File: src/rtl/irq_flag_pkg.sv
package irq_flag_pkg;
  typedef enum logic [1:0] {
    STEP_SAVE  = 2'd0,
    STEP_WRITE = 2'd1,
    STEP_JUMP  = 2'd2
  } irq_step_e;
endpackage

File: src/rtl/irq_io_flags.sv
module irq_io_flags #(
  parameter int CHAR_W = 8
) (
  input  logic              clk,
  input  logic              rst,
  input  logic              kbd_strobe,
  input  logic [CHAR_W-1:0] kbd_char,
  input  logic              in_read,
  input  logic              out_write,
  input  logic [CHAR_W-1:0] out_char,
  input  logic              prn_accept,
  output logic [CHAR_W-1:0] in_data,
  output logic              in_ready,
  output logic [CHAR_W-1:0] out_data,
  output logic              out_free
);
  // Input side: a fresh character outranks a read of the old one.
  always_ff @(posedge clk) begin
    if (rst) begin
      in_data  <= '0;
      in_ready <= 1'b0;
    end else if (kbd_strobe) begin
      in_data  <= kbd_char;
      in_ready <= 1'b1;
    end else if (in_read) begin
      in_ready <= 1'b0;
    end
  end

  // Output side: a new write outranks the device accept.
  always_ff @(posedge clk) begin
    if (rst) begin
      out_data <= '0;
      out_free <= 1'b1;
    end else if (out_write) begin
      out_data <= out_char;
      out_free <= 1'b0;
    end else if (prn_accept) begin
      out_free <= 1'b1;
    end
  end
endmodule

File: src/rtl/irq_cycle_seq.sv
module irq_cycle_seq
  import irq_flag_pkg::*;
#(
  parameter int ADDR_W    = 12,
  parameter int DATA_W    = 16,
  parameter int SAVE_ADDR = 0
) (
  input  logic              clk,
  input  logic              rst,
  input  logic              exec_done,
  input  logic              ien_set,
  input  logic              ien_clr,
  input  logic              dev_flag,
  input  logic [ADDR_W-1:0] pc_in,
  output logic              ien,
  output logic              busy,
  output logic              mem_we,
  output logic [ADDR_W-1:0] mem_addr,
  output logic [DATA_W-1:0] mem_wdata,
  output logic              pc_load,
  output logic [ADDR_W-1:0] pc_load_val,
  output logic              pc_inc,
  output logic              cycle_done
);
  localparam logic [ADDR_W-1:0] SAVE_A = ADDR_W'(SAVE_ADDR);

  irq_step_e         step;
  logic [ADDR_W-1:0] ar_q;
  logic [DATA_W-1:0] tr_q;
  logic              last_step;

  assign last_step   = busy && (step == STEP_JUMP);
  assign pc_load_val = SAVE_A;

  // Enable flag: sequence clear, then disable, then enable.
  always_ff @(posedge clk) begin
    if (rst)            ien <= 1'b0;
    else if (last_step) ien <= 1'b0;
    else if (ien_clr)   ien <= 1'b0;
    else if (ien_set)   ien <= 1'b1;
  end

  always_ff @(posedge clk) begin
    if (rst) begin
      busy       <= 1'b0;
      step       <= STEP_SAVE;
      ar_q       <= '0;
      tr_q       <= '0;
      mem_we     <= 1'b0;
      mem_addr   <= '0;
      mem_wdata  <= '0;
      pc_load    <= 1'b0;
      pc_inc     <= 1'b0;
      cycle_done <= 1'b0;
    end else begin
      mem_we     <= 1'b0;
      pc_load    <= 1'b0;
      pc_inc     <= 1'b0;
      cycle_done <= 1'b0;
      if (!busy) begin
        step <= STEP_SAVE;
        if (exec_done && ien && dev_flag) busy <= 1'b1;
      end else begin
        unique case (step)
          STEP_SAVE: begin
            ar_q <= SAVE_A;
            tr_q <= DATA_W'(pc_in);
            step <= STEP_WRITE;
          end
          STEP_WRITE: begin
            mem_we    <= 1'b1;
            mem_addr  <= ar_q;
            mem_wdata <= tr_q;
            pc_load   <= 1'b1;
            step      <= STEP_JUMP;
          end
          STEP_JUMP: begin
            pc_inc     <= 1'b1;
            cycle_done <= 1'b1;
            busy       <= 1'b0;
            step       <= STEP_SAVE;
          end
          default: step <= STEP_SAVE;
        endcase
      end
    end
  end
endmodule

File: src/rtl/irq_flag_ctl.sv
module irq_flag_ctl #(
  parameter int CHAR_W    = 8,
  parameter int ADDR_W    = 12,
  parameter int DATA_W    = 16,
  parameter int SAVE_ADDR = 0
) (
  input  logic              clk,
  input  logic              rst,
  input  logic              kbd_strobe,
  input  logic [CHAR_W-1:0] kbd_char,
  input  logic              in_read,
  output logic [CHAR_W-1:0] in_data,
  output logic              in_ready,
  input  logic              out_write,
  input  logic [CHAR_W-1:0] out_char,
  input  logic              prn_accept,
  output logic [CHAR_W-1:0] out_data,
  output logic              out_free,
  input  logic              ien_set,
  input  logic              ien_clr,
  output logic              ien,
  input  logic              exec_done,
  input  logic [ADDR_W-1:0] pc_in,
  output logic              irq_busy,
  output logic              mem_we,
  output logic [ADDR_W-1:0] mem_addr,
  output logic [DATA_W-1:0] mem_wdata,
  output logic              pc_load,
  output logic [ADDR_W-1:0] pc_load_val,
  output logic              pc_inc,
  output logic              cycle_done
);
  logic dev_flag;
  assign dev_flag = in_ready | out_free;

  irq_io_flags #(.CHAR_W(CHAR_W)) u_flags (
    .clk(clk), .rst(rst),
    .kbd_strobe(kbd_strobe), .kbd_char(kbd_char), .in_read(in_read),
    .out_write(out_write), .out_char(out_char), .prn_accept(prn_accept),
    .in_data(in_data), .in_ready(in_ready),
    .out_data(out_data), .out_free(out_free)
  );

  irq_cycle_seq #(.ADDR_W(ADDR_W), .DATA_W(DATA_W), .SAVE_ADDR(SAVE_ADDR)) u_seq (
    .clk(clk), .rst(rst),
    .exec_done(exec_done), .ien_set(ien_set), .ien_clr(ien_clr),
    .dev_flag(dev_flag), .pc_in(pc_in),
    .ien(ien), .busy(irq_busy),
    .mem_we(mem_we), .mem_addr(mem_addr), .mem_wdata(mem_wdata),
    .pc_load(pc_load), .pc_load_val(pc_load_val),
    .pc_inc(pc_inc), .cycle_done(cycle_done)
  );
endmodule

File: config.mk
export PLATFORM = sky130hd
export DESIGN_NAME = irq_flag_ctl
export DESIGN_NICKNAME = d
export VERILOG_FILES = /design/src/rtl/irq_flag_pkg.sv /design/src/rtl/irq_io_flags.sv /design/src/rtl/irq_cycle_seq.sv /design/src/rtl/irq_flag_ctl.sv
export SDC_FILE = /design/constraint.sdc
export NUM_CORES = 1
export LEC_CHECK = 0
export CAP_MARGIN = 30
export CORE_MARGIN = 2
export CORE_UTILIZATION = 40
export DETAILED_ROUTE_END_ITERATION = 8
export DONT_BUFFER_PORTS = 1
export PLACE_DENSITY_LB_ADDON = 0.12
export SYNTH_ARGS = -nofsm -noshare
export SYNTH_HDL_FRONTEND = slang
export SYNTH_SLANG_ARGS = --single-unit
File: constraint.sdc
create_clock -name clk -period 1.3 [get_ports clk]
set_input_delay 0.065 -clock clk [delete_from_list [all_inputs] [get_ports clk]]
set_output_delay 0.065 -clock clk [all_outputs]
set_load 0.02 [all_outputs]
==> metrics.md <==
| Metric | Value |
|---|---|
| # nets final | 287 |
| Syn Std Cell Area | 2040 um2 |
| Reg area | 962 um2 |
| Final Cell Area | 2670 um2 |
| Commonest non-fill, non-tap cells in the layout | dlygate4sd3_1 (48), mux2i_1 (39), nand2b_1 (37) |
| Setup TNS | 0 ns |
| Critical R2R Capture | u_flags.in_ready |
| Clock slew at reported path FFs | around 0.080 ns |
| Area delta synth->final | 31.3% |
| Clk_lat worst skew | 0.29 ns |
| Syn_area_per_cell | slightly above 10 um2 |
| Die ar. | 5680 um2 |
| Hold_sp | rst |
| Met3 usage in global routing | 0.0370 |
| Post-synthesis register bit count | 47 |
| GP Congestion | 0.696 |
| Worst hold path depth | 2 |
| Setup violators final | 0 |
| GRT Resource Usage Total | 0.145 |
| Site Rows | 25 |
| Total iterations of the first detailed-routing run | 4 |
| WL/cell | 12.4 um |
| Clock sink count | 47 |
| Die Y | 75.3 um |
| Worst path required time | 1.53 ns |
| Port Buffers | 0 |
| Yosys cell types | 20 |
| Critical Path End Type | register |
| CTS max path bufs | 2 |
| First-pass GRT wire length | about 6200 um |
| GRT Max-Usage Layer | met2 |
| Footprint of the multi-input gates | 911 um2 |
| # IOs | 101 |
| Minimum clock period | approximately 1.2 ns |
| DR vias | 1401 |
| Crit start category | register |
| Starting Density | 0.423 |
| Root buf cell | clkbuf_8 |
| Clk_skew | 0.00523 ns |
| Status | finished clean |
| Most common cell after layout, fill and taps aside | dlygate4sd3_1 |
| Synth warn | 0 |
| Grt ovf | 0 |
| Min-Delay Endpoint | u_seq.tr_q[8] |
| Num CTS Buffers | 5 |
| Die W | 75.3 um |
| Fill cell count | between 400 and 500 |
| Final Max Tran Viols | 0 |
| Maximum VDD drop | ~0.69 mV |
| Critical path class | reg2reg |
| Fmax achieved | 803 MHz |
| Ant diodes | 0 |
| Placement Setup Slack | 0.228 ns |
| Share of layout cells above drive strength 1 | 0.143 |
| Core area | 4820 um2 |
| PwrDens | 1070 nW/um2 |
| Worst Path Arrival | 1.48 ns |
| DP Area | 2020 um2 |
| Worst reg2reg startpoint | u_flags.in_ready |
| Initial antenna violation count | 0 |
| Initial drt markers | 48 |
| Routed wire length | 3940 um |
| GRT met1 Usage | 0.181 |
| Post-DP HPWL | 2420 um |
| Tot Pwr | around 0.0029 W |
| Via density | 4.41 |
| Worst setup margin | 0.0544 ns |
| GRT met2 Usage | 0.232 |
| R2R Setup Slk | about 0.054 ns |
| R2R cell count | 4 |
| Drt drc | 0 |
| Vias in the first global route | 1311 |
| Static leakage | 1.14 nW |
| ANT nets after route | 0 |
| HP Class | in2reg |
| Largest net degree at the start of global routing | 59 |
| CP max FO | 2 |
| Final hold violation count | 0 |
| Register area share after synthesis | 0.462 |
| Syn Inst Count | slightly below 200 |
| H-tree depth | 2 |
| Fin crit share | 0.958 |
| CTS tree | done |
| Max_cap viols | 0 |
## cells in the mapped netlist
cell | number | share of area
a211oi_1 | 1 | 0.0037
a21oi_1 | 1 | 0.0025
and3b_1 | 1 | 0.0043
and3b_2 | 1 | 0.0049
buf_2 | 6 | 0.015
buf_4 | 31 | 0.11
buf_8 | 1 | 0.0074
clkbuf_1 | 3 | 0.0055
conb_1 | 1 | 0.0018
dfxtp_1 | 47 | 0.46
inv_1 | 2 | 0.0037
mux2i_1 | 40 | 0.20
nand2b_1 | 37 | 0.11
nand3b_1 | 1 | 0.0037
nor2_1 | 19 | 0.035
nor2b_1 | 2 | 0.0061
nor3b_4 | 1 | 0.0092
nor4_1 | 1 | 0.0031
o211ai_1 | 1 | 0.0037
o21bai_1 | 1 | 0.0037
## logic make-up (layout without fill, tap and decap cells)
group | after synthesis | in the layout | share of synthesized area
simple gates | 63 | 63 | 0.180
flops | 47 | 47 | 0.462
buf+inv | 43 | 69 | 0.146
mux | 40 | 40 | 0.197
compound gates | 4 | 4 | 0.0135
other cells | 1 | 28 | 0.00184
## sequential cells by signal, summed over array words and instances (netlist names), 8 cells and up
register,flops
u_seq.mem_wdata,12
u_seq.tr_q,12
u_flags.out_data,8
u_flags.in_data,8
## final cells by class
| type | instances | area share |
|---|---|---|
| tap | 67 | 0.0314 |
| inverter | 2 | 0.00281 |
| multi-input combinational | 135 | 0.341 |
| clock buffer | 8 | 0.0374 |
| sequential | 47 | 0.360 |
| timing repair buffer | 59 | 0.228 |
## repair_timing
item	CTS	global route
endpoints found under the hold margin	47	1
setup buffers	0	1
setup endpoints to repair	0	15
hold buffers	50	1
gates resized for setup	0	21
## metal layers
layer | routed length, um | vias to the layer above | part of all wire
met1 | 1590 | 655 | 0.40
met3 | 230 | 6 | 0.058
met5 | 0 | - | 0
met4 | 64 | 0 | 0.016
met2 | 2060 | 56 | 0.52
li1 | - | 684 | -
## worst max-delay path by stage
stage | depth (start not counted) | to | slack (ns) | start
after floorplan | 3 | u_seq.tr_q[0] | 0.08 | u_seq.busy
after global placement | 3 | u_seq.mem_wdata[8] | 0.28 | u_seq.busy
after detailed placement | 3 | u_seq.ien | 0.23 | u_seq.pc_load
after CTS | 4 | u_flags.out_free | 0.01 | u_flags.out_free
after global routing | 4 | u_flags.in_ready | -0.01 | u_flags.in_ready
final | 4 | u_flags.in_ready | 0.05 | u_flags.in_ready
## where the power goes
group          internal, W  switching (W)
clock             0.000486       0.000456
combinational     0.000205       0.000174
sequential         0.00149      0.0000629
total              0.00218       0.000693
## stage by stage
stage | hold WS, ns | utilization | instances
2_1_floorplan | 0.144 | - | 225
6_report | 0.00108 | 0.555 | 318
3_3_place_gp | 0.141 | 0.419 | 259
3_5_place_dp | 0.145 | 0.419 | 259
5_1_grt | 0.0154 | 0.555 | 318
4_1_cts | 0.00202 | 0.545 | 317
## critical path, stage by stage, from the launching register on
cell and delay, ns:
dfxtp_2 0.34, buf_6 0.12, nand2b_1 0.06, a21oi_1 0.13, dlygate4sd3_1 0.55
No activity file was read; power rests on OpenSTA's default activity.
